## config.mk

```make
export PLATFORM = sky130hd
export DESIGN_NAME = rtc_event_irq
export DESIGN_NICKNAME = d
export VERILOG_FILES = /design/src/rtl/rtc_irq_pkg.sv /design/src/rtl/rtc_alarm_match.sv /design/src/rtl/rtc_evt_status.sv /design/src/rtl/rtc_irq_ctrl.sv /design/src/rtl/rtc_event_irq.sv
export SDC_FILE = /design/constraint.sdc
export NUM_CORES = 1
export LEC_CHECK = 0
export ABC_AREA = 1
export BUFFER_PORTS_ARGS = -buffer_cell sky130_fd_sc_hd__buf_2
export CORE_ASPECT_RATIO = 0.5
export CORE_UTILIZATION = 50
export CTS_CLUSTER_DIAMETER = 100
export CTS_CLUSTER_SIZE = 28
export DETAILED_ROUTE_END_ITERATION = 7
export PLACE_DENSITY = 0.74
export RECOVER_POWER = 100
export SLEW_MARGIN = 20
export SYNTH_ARGS = -nofsm -noshare
export SYNTH_HDL_FRONTEND = slang
export SYNTH_SLANG_ARGS = --single-unit
```

## constraint.sdc

```tcl
create_clock -name clk -period 2.7 [get_ports clk]
set_input_delay 0.135 -clock clk [delete_from_list [all_inputs] [get_ports clk]]
set_output_delay 0.135 -clock clk [all_outputs]
set_load 0.02 [all_outputs]
```

## src/rtl/rtc_irq_pkg.sv

```systemverilog
package rtc_irq_pkg;
  parameter int unsigned FIELD_W_DEF = 8;   // one BCD byte per time field
  parameter int unsigned NFIELD_DEF  = 6;   // seconds .. year
  parameter int unsigned NPERIOD_DEF = 4;   // second, minute, hour, day
  parameter int unsigned EVT_LSB     = 2;   // first event flag bit in status

  // Period selector encoding
  typedef enum logic [1:0] {
    PER_SEC  = 2'b00,
    PER_MIN  = 2'b01,
    PER_HOUR = 2'b10,
    PER_DAY  = 2'b11
  } period_e;
endpackage

```

## src/rtl/rtc_alarm_match.sv

```systemverilog
module rtc_alarm_match #(
  parameter int unsigned NFIELD  = 6,
  parameter int unsigned FIELD_W = 8,
  parameter int unsigned ADDR_W  = 3
) (
  input  logic                      clk,
  input  logic                      rst_n,
  input  logic                      wr_en,
  input  logic [ADDR_W-1:0]         wr_addr,
  input  logic [FIELD_W-1:0]        wr_data,
  input  logic [NFIELD*FIELD_W-1:0] time_i,
  input  logic [ADDR_W-1:0]         rd_addr,
  output logic [FIELD_W-1:0]        rd_field,
  output logic                      alarm_hit
);
  logic [FIELD_W-1:0] alm_q [NFIELD];
  logic [FIELD_W-1:0] alm_d [NFIELD];
  logic [NFIELD-1:0]  fld_eq;
  logic               match;
  logic               match_q;

  // One match byte per field; the write address selects the field.
  for (genvar f = 0; f < NFIELD; f++) begin : g_field
    always_comb begin
      alm_d[f] = alm_q[f];
      if (wr_en && (wr_addr == ADDR_W'(f))) alm_d[f] = wr_data;
    end

    always_ff @(posedge clk or negedge rst_n) begin
      if (!rst_n) alm_q[f] <= '0;
      else        alm_q[f] <= alm_d[f];
    end

    assign fld_eq[f] = (alm_q[f] == time_i[f*FIELD_W +: FIELD_W]);
  end

  assign match = &fld_eq;

  // Reset to "already matching" so that an equality present at reset
  // release is not reported as a new one.
  always_ff @(posedge clk or negedge rst_n) begin
    if (!rst_n) match_q <= 1'b1;
    else        match_q <= match;
  end

  assign alarm_hit = match & ~match_q;

  always_comb begin
    rd_field = '0;
    for (int i = 0; i < NFIELD; i++) begin
      if (rd_addr == ADDR_W'(i)) rd_field = alm_q[i];
    end
  end
endmodule

```

## src/rtl/rtc_evt_status.sv

```systemverilog
module rtc_evt_status #(
  parameter int unsigned NPERIOD = 4
) (
  input  logic               clk,
  input  logic               rst_n,
  input  logic [NPERIOD-1:0] tick_i,
  input  logic               alarm_hit,
  input  logic [NPERIOD-1:0] clr_evt,
  input  logic               clr_alm,
  output logic [NPERIOD-1:0] evt_q,
  output logic               alm_q
);
  logic [NPERIOD-1:0] evt_d;
  logic               alm_d;

  // Set has priority over a same-cycle clear so no event is lost.
  always_comb begin
    evt_d = (evt_q & ~clr_evt) | tick_i;
    alm_d = (alm_q & ~clr_alm) | alarm_hit;
  end

  always_ff @(posedge clk or negedge rst_n) begin
    if (!rst_n) begin
      evt_q <= '0;
      alm_q <= 1'b0;
    end else begin
      evt_q <= evt_d;
      alm_q <= alm_d;
    end
  end
endmodule

```

## src/rtl/rtc_irq_ctrl.sv

```systemverilog
module rtc_irq_ctrl #(
  parameter int unsigned NPERIOD = 4,
  localparam int unsigned SEL_W  = (NPERIOD > 1) ? $clog2(NPERIOD) : 1,
  localparam int unsigned CTRL_W = SEL_W + 2
) (
  input  logic               clk,
  input  logic               rst_n,
  input  logic               ctrl_we,
  input  logic [CTRL_W-1:0]  ctrl_wdata,
  input  logic [NPERIOD-1:0] evt_q,
  input  logic               alm_flag,
  output logic [CTRL_W-1:0]  ctrl_q,
  output logic               irq_o
);
  logic [CTRL_W-1:0] ctrl_d;
  logic [SEL_W-1:0]  sel;
  logic              tmr_en;
  logic              alm_en;
  logic              irq_d;

  // Clock enable on the control register is the write strobe.
  always_comb begin
    ctrl_d = ctrl_q;
    if (ctrl_we) ctrl_d = ctrl_wdata;
  end

  always_ff @(posedge clk or negedge rst_n) begin
    if (!rst_n) ctrl_q <= '0;
    else        ctrl_q <= ctrl_d;
  end

  assign sel    = ctrl_q[SEL_W-1:0];
  assign tmr_en = ctrl_q[SEL_W];
  assign alm_en = ctrl_q[SEL_W+1];

  always_comb begin
    irq_d = alm_en & alm_flag;
    for (int p = 0; p < NPERIOD; p++) begin
      if (sel == SEL_W'(p)) irq_d = irq_d | (tmr_en & evt_q[p]);
    end
  end

  // Registered output: a clean level for an edge-sensitive receiver.
  always_ff @(posedge clk or negedge rst_n) begin
    if (!rst_n) irq_o <= 1'b0;
    else        irq_o <= irq_d;
  end
endmodule

```

## src/rtl/rtc_event_irq.sv

```systemverilog
module rtc_event_irq #(
  parameter int unsigned NFIELD  = rtc_irq_pkg::NFIELD_DEF,
  parameter int unsigned FIELD_W = rtc_irq_pkg::FIELD_W_DEF,
  parameter int unsigned NPERIOD = rtc_irq_pkg::NPERIOD_DEF,
  localparam int unsigned ADDR_W = $clog2(NFIELD + 2),
  localparam int unsigned TIME_W = NFIELD * FIELD_W
) (
  input  logic               clk,
  input  logic               rst_n,
  input  logic [TIME_W-1:0]  time_i,
  input  logic [NPERIOD-1:0] tick_i,
  input  logic               wr_en,
  input  logic [ADDR_W-1:0]  wr_addr,
  input  logic [FIELD_W-1:0] wr_data,
  input  logic [ADDR_W-1:0]  rd_addr,
  output logic [FIELD_W-1:0] rd_data,
  output logic               irq_o
);
  localparam int unsigned SEL_W    = (NPERIOD > 1) ? $clog2(NPERIOD) : 1;
  localparam int unsigned CTRL_W   = SEL_W + 2;
  localparam int unsigned EVT_LSB  = rtc_irq_pkg::EVT_LSB;
  localparam int unsigned ALM_BIT  = EVT_LSB + NPERIOD;
  localparam logic [ADDR_W-1:0] ADR_CTRL = ADDR_W'(NFIELD);
  localparam logic [ADDR_W-1:0] ADR_STAT = ADDR_W'(NFIELD + 1);

  // Reset: asserted asynchronously, released on the clock.
  logic [1:0] rst_sync;
  logic       rst_sync_n;

  always_ff @(posedge clk or negedge rst_n) begin
    if (!rst_n) rst_sync <= 2'b00;
    else        rst_sync <= {rst_sync[0], 1'b1};
  end
  assign rst_sync_n = rst_sync[1];

  logic [FIELD_W-1:0] alm_rd;
  logic               alarm_hit;
  logic [NPERIOD-1:0] evt_q;
  logic               alm_flag;
  logic [CTRL_W-1:0]  ctrl_q;
  logic               stat_we;
  logic               ctrl_we;
  logic [NPERIOD-1:0] clr_evt;
  logic               clr_alm;

  assign stat_we = wr_en && (wr_addr == ADR_STAT);
  assign ctrl_we = wr_en && (wr_addr == ADR_CTRL);
  assign clr_evt = stat_we ? wr_data[EVT_LSB +: NPERIOD] : '0;
  assign clr_alm = stat_we & wr_data[ALM_BIT];

  rtc_alarm_match #(
    .NFIELD (NFIELD),
    .FIELD_W(FIELD_W),
    .ADDR_W (ADDR_W)
  ) u_match (
    .clk      (clk),
    .rst_n    (rst_sync_n),
    .wr_en    (wr_en),
    .wr_addr  (wr_addr),
    .wr_data  (wr_data),
    .time_i   (time_i),
    .rd_addr  (rd_addr),
    .rd_field (alm_rd),
    .alarm_hit(alarm_hit)
  );

  rtc_evt_status #(
    .NPERIOD(NPERIOD)
  ) u_status (
    .clk      (clk),
    .rst_n    (rst_sync_n),
    .tick_i   (tick_i),
    .alarm_hit(alarm_hit),
    .clr_evt  (clr_evt),
    .clr_alm  (clr_alm),
    .evt_q    (evt_q),
    .alm_q    (alm_flag)
  );

  rtc_irq_ctrl #(
    .NPERIOD(NPERIOD)
  ) u_irq (
    .clk       (clk),
    .rst_n     (rst_sync_n),
    .ctrl_we   (ctrl_we),
    .ctrl_wdata(wr_data[CTRL_W-1:0]),
    .evt_q     (evt_q),
    .alm_flag  (alm_flag),
    .ctrl_q    (ctrl_q),
    .irq_o     (irq_o)
  );

  always_comb begin
    rd_data = alm_rd;
    if (rd_addr == ADR_CTRL) begin
      rd_data = '0;
      rd_data[CTRL_W-1:0] = ctrl_q;
    end else if (rd_addr == ADR_STAT) begin
      rd_data = '0;
      rd_data[EVT_LSB +: NPERIOD] = evt_q;
      rd_data[ALM_BIT] = alm_flag;
    end
  end
endmodule

```

==> reports/qor.csv, run 1 <==
stage;metric;value;unit
sta;Tcrit/Tclk final;67.8;%
synth;Cells after Synth;535;
detailed_routing;WL final;10100;um
status;outcome;complete, but fails checks;
clock_tree;root buffer cell;clkbuf_16;
placement;PortBufs;77;
global_route;vias in the first global route;3018;
finish;# nets final;691;
sta;Fmax;546;MHz
sta;Fin. Hold Viols;0;
detailed_routing;vias per cell;5.03;
clock_tree;CTS tree;yes;
worst_setup_path;critical-path cell list;inv_1 > o22ai_1 > nor3_1 > nand4_1 > clkbuf_1;
clock_tree;clk buf depth;2;
clock_tree;clock sink count;61;
worst_setup_path;Worst Reg-to-Reg Cells;1;
hold_path;Min-Delay Path Depth;2;
finish;n_diodes;0;
floorplan;row count;21;
floorplan;# IOs;78;
finish;layout cells sized above 1;16.1;%
detailed_routing;post-route ant nets;0;
clock_tree;post_cts resized;0;
synth;synth warn;0;
placement;pre-CTS setup slack;1.16;ns
global_route;GRT overflow;0;
pwr;Leakage;0.00240;uW
sta;RSZ-0062 raised after global routing;no;
detailed_routing;DRC;0;
worst_setup_path;crit path capture type;output pin;
sta;worst hold margin;0.00598;ns
detailed_routing;DR iter-0 viols;338;
floorplan;Core ar.;6810;um^2
finish;post-route non-filler standard cell count;719;
finish;Util after Layout;64.1;%
placement;RD Place Congestion;0.876;
global_route;first-pass GRT wire length;15400;um
detailed_routing;DR WL/cell;14.1;um
clock_tree;Num CTS Buffers;9;
global_route;largest net degree at the start of global routing;60;
synth;Synth Cell Area;3570;um^2
finish;area delta synth->final;22.1;%
global_route;number of antenna violations at the first check in global routing;0;
sta;fin crit period;1.83;ns
worst_setup_path;max incr delay on CP;0.40;ns
placement;placed insts;699;
worst_setup_path;crit path max fanout;3;
status;failing checks;max-capacitance violations;
clock_tree;CTS H-Tree Depth;3;
worst_setup_path;Setup CP Type;flop to output pin;
worst_setup_path;Worst path slowest cell;dfrtp_1;
floorplan;Die Wd;122;um
flow_run;max_cap viols;1;
global_route;GRT Overall Usage;29.1;%
pwr;Peak VDD IR;0.585;mV
sta;clock skew;0.00570;ns
sta;final setup TNS;0;ns
clock_tree;clk_lat worst skew;0.35;ns
synth;synth unique cells;28;
worst_setup_path;CP arrival;1.70;ns
detailed_routing;Pre-Repair DR Iteration Count;5;
floorplan;die area;7510;um^2
clock_tree;setup bufs post-CTS;0;
worst_setup_path;Setup crit start kind;flop;
floorplan;initial core utilization;52.5;%
worst_setup_path;CP required;2.57;ns
floorplan;Die Span Y;61.8;um
synth;register area share after synthesis;42.7;%
sta;Slew Limit Headroom;0.174;%
synth;Net Count, Synth;604;
sta;Slew Viols, Final;0;
sta;Final Worst Setup Slack;0.869;ns
detailed_routing;via count;3616;
sta;Tightest Pin Transition;1.50;ns
clock_tree;Worst-path clk slew;0.05;ns
placement;hpwl dp;7490;um
hold_path;Hold WC Path Type;primary input to flop;
synth;syn_area_per_cell;6.68;um^2
pwr;PwrDens;667;nW/um^2
synth;#FFs+latches synth;61;
sta;Setup-failing EPs final;0;
report_power, final:
group | leakage, uW | total (uW) | internal [uW] | switching (uW)
Clock | 0.000124 | 1070 | 620 | 446
Combinational | 0.00153 | 626 | 246 | 380
Sequential | 0.000749 | 1220 | 1070 | 154
cells in the mapped netlist, drive strengths merged:
cell type | instances | share of area (%)
nor2 | 55 | 5.8
o21bai | 2 | 0.42
and2 | 1 | 0.18
clkbuf | 6 | 0.63
a32o | 1 | 0.28
nor3 | 6 | 1.8
o21ai | 58 | 8.1
nand3 | 6 | 0.98
o211ai | 1 | 0.21
conb | 1 | 0.10
inv | 92 | 9.7
dfstp | 1 | 0.74
nand2 | 202 | 21
xor2 | 3 | 0.74
a21oi | 10 | 1.4
nor4 | 2 | 0.35
nand4 | 10 | 1.8
o22ai | 6 | 1.1
dfrtp | 60 | 42
a31oi | 1 | 0.18
or2 | 4 | 0.70
xnor2 | 7 | 1.7
placed cells by master, fill, tap and decap left out, types with 5 or more instances in the layout:
cell       count
o22ai_1        6
nor2_1        55
nand3_1        5
inv_1         88
a21oi_1       10
clkbuf_1       9
clkbuf_16      9
xnor2_1        7
buf_2         68
dfrtp_1       59
nand4_1       10
nand2_1      201
o21ai_0       58
flip-flops by register name (all words and copies together), names as in the netlist:
name and flops:
u_status.alm_q 1, u_irq.ctrl_q 4, u_match.alm_q 48, rst_sync 2, u_match.match_q 1, u_irq.irq_o 1
u_status.evt_q 4
critical path, delay by kind of cell (launching register included):
| kind | cells | cell delay, ns |
|---|---|---|
| and+or+nand+nor | 2 | 0.54 |
| DFF | 1 | 0.40 |
| buffers and inverters | 2 | 0.31 |
| AOI/OAI and AO/OA | 1 | 0.10 |
metal layers:
metal	global-route usage [%]	vias up	wire length, um
met1	39.7	1641	4700
met4	8.64	0	127
met5	0	-	0
met2	45.7	146	4330
met3	8.58	13	954
li1	-	1816	-
kinds of logic after synthesis:
family / after synthesis / share of synthesized area (%)
xor gates and xnor gates: 10 / 2.45
buffers and inverters: 98 / 10.3
other: 1 / 0.105
AOI/OAI and AO/OA: 79 / 11.7
DFF: 61 / 42.7
and+or+nand+nor: 286 / 32.8
timing repair:
item,CTS,global route
hold buffers,4,0
endpoints found under the setup margin,0,0
hold endpoints to repair,5,0
worst paths after layout:
kind                                   startpoint                 to  slack [ns]
worst max-delay path            u_match.alm_q[46]         rd_data[6]        0.87
worst min-delay path                    tick_i[1]  u_status.evt_q[1]       0.006
worst max register to register        rst_sync[1]  u_match.alm_q[36]        1.10
worst min register to register        rst_sync[0]        rst_sync[1]        0.36
max in group asynchronous             rst_sync[1]  u_match.alm_q[36]        1.10
min in group asynchronous                   rst_n        rst_sync[0]        0.11
area by class of cell:
class / instances / area, um^2
Clock buffer: 9 / 225
Clock inverter: 7 / 52.6
Fill cell: 661 / 2440
Inverter: 92 / 345
Multi-Input combinational cell: 376 / 1680
Sequential cell: 61 / 1530
Tap cell: 92 / 115
Timing Repair Buffer: 82 / 419
metrics by stage:
step	total power, uW	instance area, um^2
global route	3080	4370
floorplan	1620	3570
detailed placement	1860	4070
global placement	1840	4070
CTS	2920	4390
finish	2910	4370
(Power assumes the default switching activity.)
==> inputs of run 2 (changes only) <==
--- a/config.mk
+++ b/config.mk
@@ -5,14 +5,14 @@
 export SDC_FILE = /design/constraint.sdc
 export NUM_CORES = 1
 export LEC_CHECK = 0
-export ABC_AREA = 1
+export ABC_AREA = 0
 export BUFFER_PORTS_ARGS = -buffer_cell sky130_fd_sc_hd__buf_2
 export CORE_ASPECT_RATIO = 0.5
-export CORE_UTILIZATION = 50
+export CORE_UTILIZATION = 49
 export CTS_CLUSTER_DIAMETER = 100
 export CTS_CLUSTER_SIZE = 28
 export DETAILED_ROUTE_END_ITERATION = 7
-export PLACE_DENSITY = 0.74
+export PLACE_DENSITY = 0.76
 export RECOVER_POWER = 100
 export SLEW_MARGIN = 20
 export SYNTH_ARGS = -nofsm -noshare
==> constraint.sdc (replaced) <==
create_clock -name clk -period 1.6 [get_ports clk]
set_input_delay 0.08 -clock clk [delete_from_list [all_inputs] [get_ports clk]]
set_output_delay 0.08 -clock clk [all_outputs]
set_load 0.02 [all_outputs]
==> reports/qor.csv, run 2 <==
stage;metric;value;unit;change
global_route;vias in the first global route;2839;;-5.9%
sta;RSZ-0062 raised after global routing;yes;;
worst_setup_path;CP arrival;2.20;ns;+0.50 ns
global_route;GRT Overall Usage;30.5;%;+1.4 points
floorplan;initial core utilization;53.3;%;+0.80 points
sta;Fin. Hold Viols;0;;unchanged
clock_tree;clock sink count;61;;unchanged
clock_tree;clk buf depth;2;;unchanged
clock_tree;clk_lat worst skew;0.35;ns;about the same
sta;Tightest Pin Transition;0.886;ns;-0.611 ns
worst_setup_path;crit path max fanout;3;;unchanged
sta;fin crit period;1.91;ns;
clock_tree;CTS H-Tree Depth;3;;unchanged
worst_setup_path;crit path capture type;flop;;
worst_setup_path;Setup crit start kind;flop;;
synth;synth unique cells;34;;+21%
sta;Slew Viols, Final;0;;unchanged
synth;number of synthesized flops with an enable pin;0;;unchanged
finish;Top Registers;u_match.alm_q: 48 flops, u_irq.ctrl_q: 4 flops, u_status.evt_q: 4 flops;;
synth;Cells after Synth;268;;-50%
floorplan;Die Span Y;60.8;um;-1.6%
worst_setup_path;worst r2r src;u_match.alm_q[43];;
clock_tree;Worst-path clk slew;0.06;ns;about the same
pwr;Design Power;5770;uW;+98%
sta;Tcrit/Tclk final;119;%;
finish;most frequent cells in the layout;buf_2 (66), dfrtp_1 (60), mux2_2 (50);;
global_route;number of antenna violations at the first check in global routing;0;;unchanged
finish;n_diodes;0;;unchanged
placement;placed insts;437;;-37%
pwr;Leakage;0.00203;uW;-15%
synth;Net Count, Synth;337;;-44%
floorplan;row count;20;;-4.8%
worst_setup_path;Setup CP Type;flop to flop;;
synth;synth warn;0;;unchanged
synth;syn_area_per_cell;12.6;um^2;+89%
sta;clock skew;0.00980;ns;+0.00410 ns
hold_path;Hold WC Path Type;primary input to flop;;
floorplan;die area;7270;um^2;-3.2%
worst_setup_path;Worst setup startpoint;u_match.alm_q[43];;
sta;Final Worst Setup Slack;-0.312;ns;-1.18 ns
detailed_routing;DR iter-0 viols;354;;+4.7%
detailed_routing;vias per cell;6.13;;+22%
synth;dominant cell type by area after synthesis;dfrtp_1;;
finish;post-route non-filler standard cell count;484;;-33%
pwr;Peak VDD IR;0.560;mV;-4.3%
synth;#FFs+latches synth;61;;unchanged
finish;Biggest register;u_match.alm_q;;
detailed_routing;DRC;0;;unchanged
finish;layout cells sized above 1;52.0;%;+36 points
synth;synth top area cells;dfrtp_1 (44%), mux2_2 (19%), xor2_1 (12%), mux4_1 (3.9%), nor4_1 (2.2%);;
global_route;largest net degree at the start of global routing;43;;-28%
placement;RD Place Congestion;0.936;;+6.8%
floorplan;# IOs;78;;unchanged
detailed_routing;DR WL/cell;24.3;um;+73%
finish;area delta synth->final;35.0;%;
detailed_routing;WL final;11800;um;+16%
worst_setup_path;Worst path slowest cell;nor4_1;;
synth;cell with the most instances after synthesis;dfrtp_1;;
finish;area taken by multi-input logic gates;1880;um^2;+12%
worst_setup_path;CP required;1.88;ns;-0.69 ns
detailed_routing;post-route ant nets;0;;unchanged
clock_tree;Num CTS Buffers;9;;unchanged
synth;register area share after synthesis;45.1;%;+2.3 points
synth;ys async rst share;100;%;unchanged
finish;fillers;429;;-35%
clock_tree;root buffer cell;clkbuf_16;;
flow_run;max_cap viols;0;;-1
worst_setup_path;max incr delay on CP;0.51;ns;+0.11 ns
finish;FF+latch area;1530;um^2;about the same
floorplan;Core ar.;6360;um^2;-6.6%
clock_tree;CTS tree;yes;;
sta;Fmax;523;MHz;
sta;Setup-failing EPs final;10;;+10
worst_setup_path;critical-path cell list;xor2_1 > nor4_1 > nand4_1 > nor3_2 > a22o_2;;
placement;hpwl dp;6820;um;-9.0%
finish;max reg flops;48;;unchanged
finish;most common cell after layout, fill and taps aside;buf_2;;
detailed_routing;via count;2965;;-18%
synth;Synth top area share;44.3;%;+2.3 points
synth;Synth top cells by count;dfrtp_1 (60), mux2_2 (56), xor2_1 (48), nand2_1 (13), nor4_1 (12);;
global_route;GRT overflow;0;;unchanged
synth;top_reg_cell synth;dfrtp_1;;
status;failing checks;negative setup slack;;
global_route;first-pass GRT wire length;15800;um;+2.0%
pwr;PwrDens;1260;nW/um^2;+89%
detailed_routing;Pre-Repair DR Iteration Count;7;;+2
status;outcome;complete, but fails checks;;
synth;Synth Cell Area;3390;um^2;-5.2%
hold_path;hold path startpoint;wr_data[7];;
sta;Slew Limit Headroom;40.9;%;+41 points
finish;# nets final;460;;-33%
placement;PortBufs;77;;unchanged
floorplan;Die Wd;120;um;-1.6%
run 2: cell count changes after synthesis, sizes merged, moves of 45 or more:
cell / previous run / this run
inv: 92 / 3
mux2: 0 / 56
nand2: 202 / 13
nor2: 55 / 9
o21ai: 58 / 6
xor2: 3 / 48
run 2: path summary, 6_finish.rpt:
path                                     endpoint  slack, ns  depth (start not counted)
worst max-delay path               u_status.alm_q      -0.31                          5
worst min-delay path            u_match.alm_q[15]       0.05                          2
worst max register to register     u_status.alm_q      -0.31                          5
worst min register to register  u_match.alm_q[30]       0.29                          0
max in group asynchronous       u_match.alm_q[15]       0.18                          1
min in group asynchronous             rst_sync[0]       0.06                          2
run 2: kinds of logic after synthesis:
kind of cell | Yosys count | synth area share, %
buffers and inverters | 12 | 2.07
muxes | 68 | 25.7
and+or+nand+nor | 49 | 9.23
xor gates and xnor gates | 48 | 12.4
other | 1 | 0.111
AOI/OAI and AO/OA | 29 | 5.46
DFF | 61 | 45.1
run 2: through the flow:
stage	instance area (um^2)	hold WS, ns	utilization, %	setup slack [ns]	setup TNS, ns
3_3_place_gp	3930	-0.132	61.9	-0.0515	-0.0515
2_1_floorplan	3390	-0.216	-	0.267	0
5_1_grt	4580	0.0579	72.0	-0.303	-4.35
3_5_place_dp	3930	-0.129	61.9	-0.0360	-0.0360
4_1_cts	4460	0.0482	70.1	-0.129	-0.449
6_report	4580	0.0516	72.0	-0.312	-1.44
run 2: where the power goes:
group | internal (uW) | switching, uW | leakage (uW) | total [uW]
Sequential | 1850 | 304 | 0.000719 | 2150
Combinational | 873 | 797 | 0.00117 | 1670
Clock | 1210 | 734 | 0.000148 | 1950
run 2: what timing repair did:
item                       CTS  global route
setup endpoints to repair    9            10
hold buffers                 5             0
setup buffers               16            11
resized for setup           27            22
pin swaps                    4            14
hold endpoints to repair     6             0
run 2: area by class of cell:
cell class                 instances  share of cell area, %
clock inverter                     3                  0.383
inverter                           4                  0.328
sequential                        61                   33.4
timing repair buffer             120                   16.2
multi-input combinational        195                   41.2
tap                               88                   2.41
clock buffer                      13                   6.13
run 2: critical path: cells and delay by family (launching register included):
family / cells / cell delay (ns)
and+or+nand+nor: 3 / 1.02
AOI/OAI and AO/OA: 1 / 0.21
DFF: 1 / 0.41
xor gates and xnor gates: 1 / 0.21
run 2: per-layer routing:
metal / GRT usage, % / routed length (um) / up-vias
met5: 0 / 0 / -
met2: 48.6 / 5200 / 220
met1: 40.2 / 4660 / 1471
met4: 12.3 / 587 / 0
met3: 9.02 / 1320 / 63
li1: - / - / 1211
==> inputs of run 3 (changes only) <==
--- a/config.mk
+++ b/config.mk
@@ -14,6 +14,7 @@
 export DETAILED_ROUTE_END_ITERATION = 7
 export PLACE_DENSITY = 0.76
 export RECOVER_POWER = 100
+export SETUP_SLACK_MARGIN = 0.3
 export SLEW_MARGIN = 20
 export SYNTH_ARGS = -nofsm -noshare
 export SYNTH_HDL_FRONTEND = slang
==> reports/qor.csv, run 3 (synthesis gave the netlist of run 2 again) <==
stage;metric;value;unit;change
detailed_routing;DR WL/cell;20.9;um;-14%
pwr;clock share of power;35.7;%;+2.0 points
floorplan;Die Span Y;60.8;um;unchanged
floorplan;initial core utilization;53.3;%;unchanged
pwr;Design Power;5550;uW;-3.7%
clock_tree;Num CTS Buffers;9;;unchanged
clock_tree;Worst-path clk slew;0.05;ns;about the same
sta;final setup TNS;-0.555;ns;+0.883 ns
sta;RSZ-0062 raised after global routing;yes;;
worst_setup_path;crit path capture type;output pin;;
sta;Fin. Hold Viols;0;;unchanged
pwr;Cell Int Power;3910;uW;-0.58%
pwr;Leakage;0.00197;uW;-2.9%
global_route;GRT Overall Usage;29.0;%;-1.6 points
worst_setup_path;CP arrival;1.66;ns;-0.54 ns
clock_tree;CTS tree;yes;;
sta;clock skew;0.00347;ns;-0.00632 ns
sta;Setup-failing EPs final;8;;-2
worst_setup_path;crit path max fanout;3;;unchanged
pwr;Peak VDD IR;0.730;mV;+30%
global_route;number of antenna violations at the first check in global routing;0;;unchanged
sta;fin crit period;1.74;ns;-0.171 ns
finish;max reg flops;48;;unchanged
global_route;vias in the first global route;2795;;-1.5%
sta;Tightest Pin Transition;0.832;ns;-0.0546 ns
detailed_routing;Pre-Repair DR Iteration Count;4;;-3
sta;Final Worst Setup Slack;-0.141;ns;+0.171 ns
status;outcome;complete, but fails checks;;
clock_tree;clock sink count;61;;unchanged
detailed_routing;WL final;9910;um;-16%
worst_setup_path;Setup crit start kind;flop;;
detailed_routing;post-route ant nets;0;;unchanged
floorplan;Core ar.;6360;um^2;unchanged
floorplan;row count;20;;unchanged
pwr;combinational group share of total power;25.5;%;-3.5 points
finish;fillers;468;;+9.1%
floorplan;Die Wd;120;um;unchanged
floorplan;# IOs;78;;unchanged
detailed_routing;via count;2723;;-8.2%
global_route;GRT overflow;0;;unchanged
clock_tree;root buffer cell;clkbuf_16;;
flow_run;max_cap viols;0;;unchanged
detailed_routing;vias per cell;5.74;;-6.2%
pwr;sequential share of power;38.8;%;+1.5 points
finish;most common cell after layout, fill and taps aside;buf_2;;
hold_path;Hold WC Path Type;primary input to asynchronous set/reset pin;;
finish;n_diodes;0;;unchanged
worst_setup_path;Setup CP Type;flop to output pin;;
worst_setup_path;CP required;1.52;ns;-0.36 ns
sta;Tcrit/Tclk final;109;%;-11 points
floorplan;die area;7270;um^2;unchanged
placement;hpwl dp;7120;um;+4.5%
status;failing checks;negative setup slack;;
global_route;first-pass GRT wire length;14800;um;-6.3%
global_route;largest net degree at the start of global routing;60;;+40%
finish;Top Registers;u_match.alm_q: 48 flops, u_irq.ctrl_q: 4 flops, u_status.evt_q: 4 flops;;
placement;RD Place Congestion;0.908;;-3.0%
clock_tree;clk_lat worst skew;0.33;ns;-0.02 ns
sta;Slew Limit Headroom;44.6;%;+3.6 points
detailed_routing;DR iter-0 viols;186;;-47%
sta;Fmax;574;MHz;+9.8%
finish;layout cells sized above 1;49.5;%;-2.5 points
pwr;Sw Ratio;29.6;%;-2.2 points
clock_tree;clk buf depth;2;;unchanged
pwr;PwrDens;1250;nW/um^2;-0.48%
detailed_routing;DRC;0;;unchanged
finish;most frequent cells in the layout;buf_2 (66), dfrtp_1 (59), mux2_2 (53);;
finish;Biggest register;u_match.alm_q;;
sta;Slew Viols, Final;0;;unchanged
clock_tree;CTS H-Tree Depth;3;;unchanged
finish;area delta synth->final;30.6;%;
finish;# nets final;450;;-2.2%
placement;PortBufs;77;;unchanged
pwr;P_sw;1640;uW;-11%
run 3: cell count changes in the layout (fill, tap and decap cells not counted), moves of 3 or more:
| cell | change |
|---|---|
| buf_4 | -4 |
| xor2_2 | -3 |
| mux2_2 | +3 |
| nor4_2 | -4 |
| xor2_1 | +4 |
| buf_6 | -4 |
| nor4_1 | +5 |
run 3: power by group through the flow:
| stage | combinational [uW] | sequential, uW | clock, uW |
|---|---|---|---|
| floorplan | 786 | 2100 | 0 |
| CTS | 1340 | 2140 | 2020 |
| global placement | 1130 | 2150 | 0 |
| finish | 1420 | 2150 | 1980 |
| global route | 1510 | 2180 | 2080 |
| detailed placement | 1160 | 2180 | 0 |
run 3: final timing paths:
path	start	endpoint	slack [ns]	depth (start not counted)
max in group asynchronous	rst_sync[1]	u_match.alm_q[9]	0.60	1
min reg2reg	rst_sync[0]	rst_sync[1]	0.35	0
max reg2reg	u_match.alm_q[27]	u_status.alm_q	-0.07	5
max	u_match.alm_q[3]	rd_data[3]	-0.14	3
min in group clk	wr_data[7]	u_match.alm_q[31]	0.08	2
min	rst_n	rst_sync[0]	0.07	2
run 3: repair_timing:
action,4_1_cts,5_1_grt
pin swaps,5,4
endpoints found under the setup margin,10,10
hold buffers,5,0
hold endpoints to repair,6,0
resized for setup,22,10
setup buffers,9,5
run 3: layout make-up:
type / count / area [um^2] / area share, %
tap: 88 / 110 / 2.49
timing repair buffer: 110 / 658 / 14.9
multi-input combinational: 195 / 1800 / 40.7
sequential: 61 / 1530 / 34.5
clock buffer: 11 / 253 / 5.71
inverter: 4 / 15.0 / 0.339
clock inverter: 5 / 58.8 / 1.33
run 3: metrics by stage:
stage	setup WS, ns	area (um^2)	instances	hold slack, ns	utilization, %
after CTS	-0.151	4420	469	0.0523	69.5
final	-0.141	4430	474	0.0687	69.6
after global placement	-0.174	3950	439	-0.134	62.1
after global routing	-0.170	4430	474	0.0678	69.6
after floorplan	0.293	3390	268	-0.216	-
after detailed placement	-0.259	3950	439	-0.131	62.1
run 3: layer usage:
layer  vias to the layer above  global-route usage (%)  share of wire (%)
li1                       1207                       -                  -
met1                      1351                    37.6                 42
met2                       148                    47.2                 46
met3                        17                    8.36                9.5
met4                         0                    11.3                1.9
met5                         -                       0                  0
run 3: critical path, stage by stage, from the launching register on:
cell and delay [ns]:
dfrtp_1 0.40, mux4_1 0.51, mux2_2 0.29, buf_6 0.13
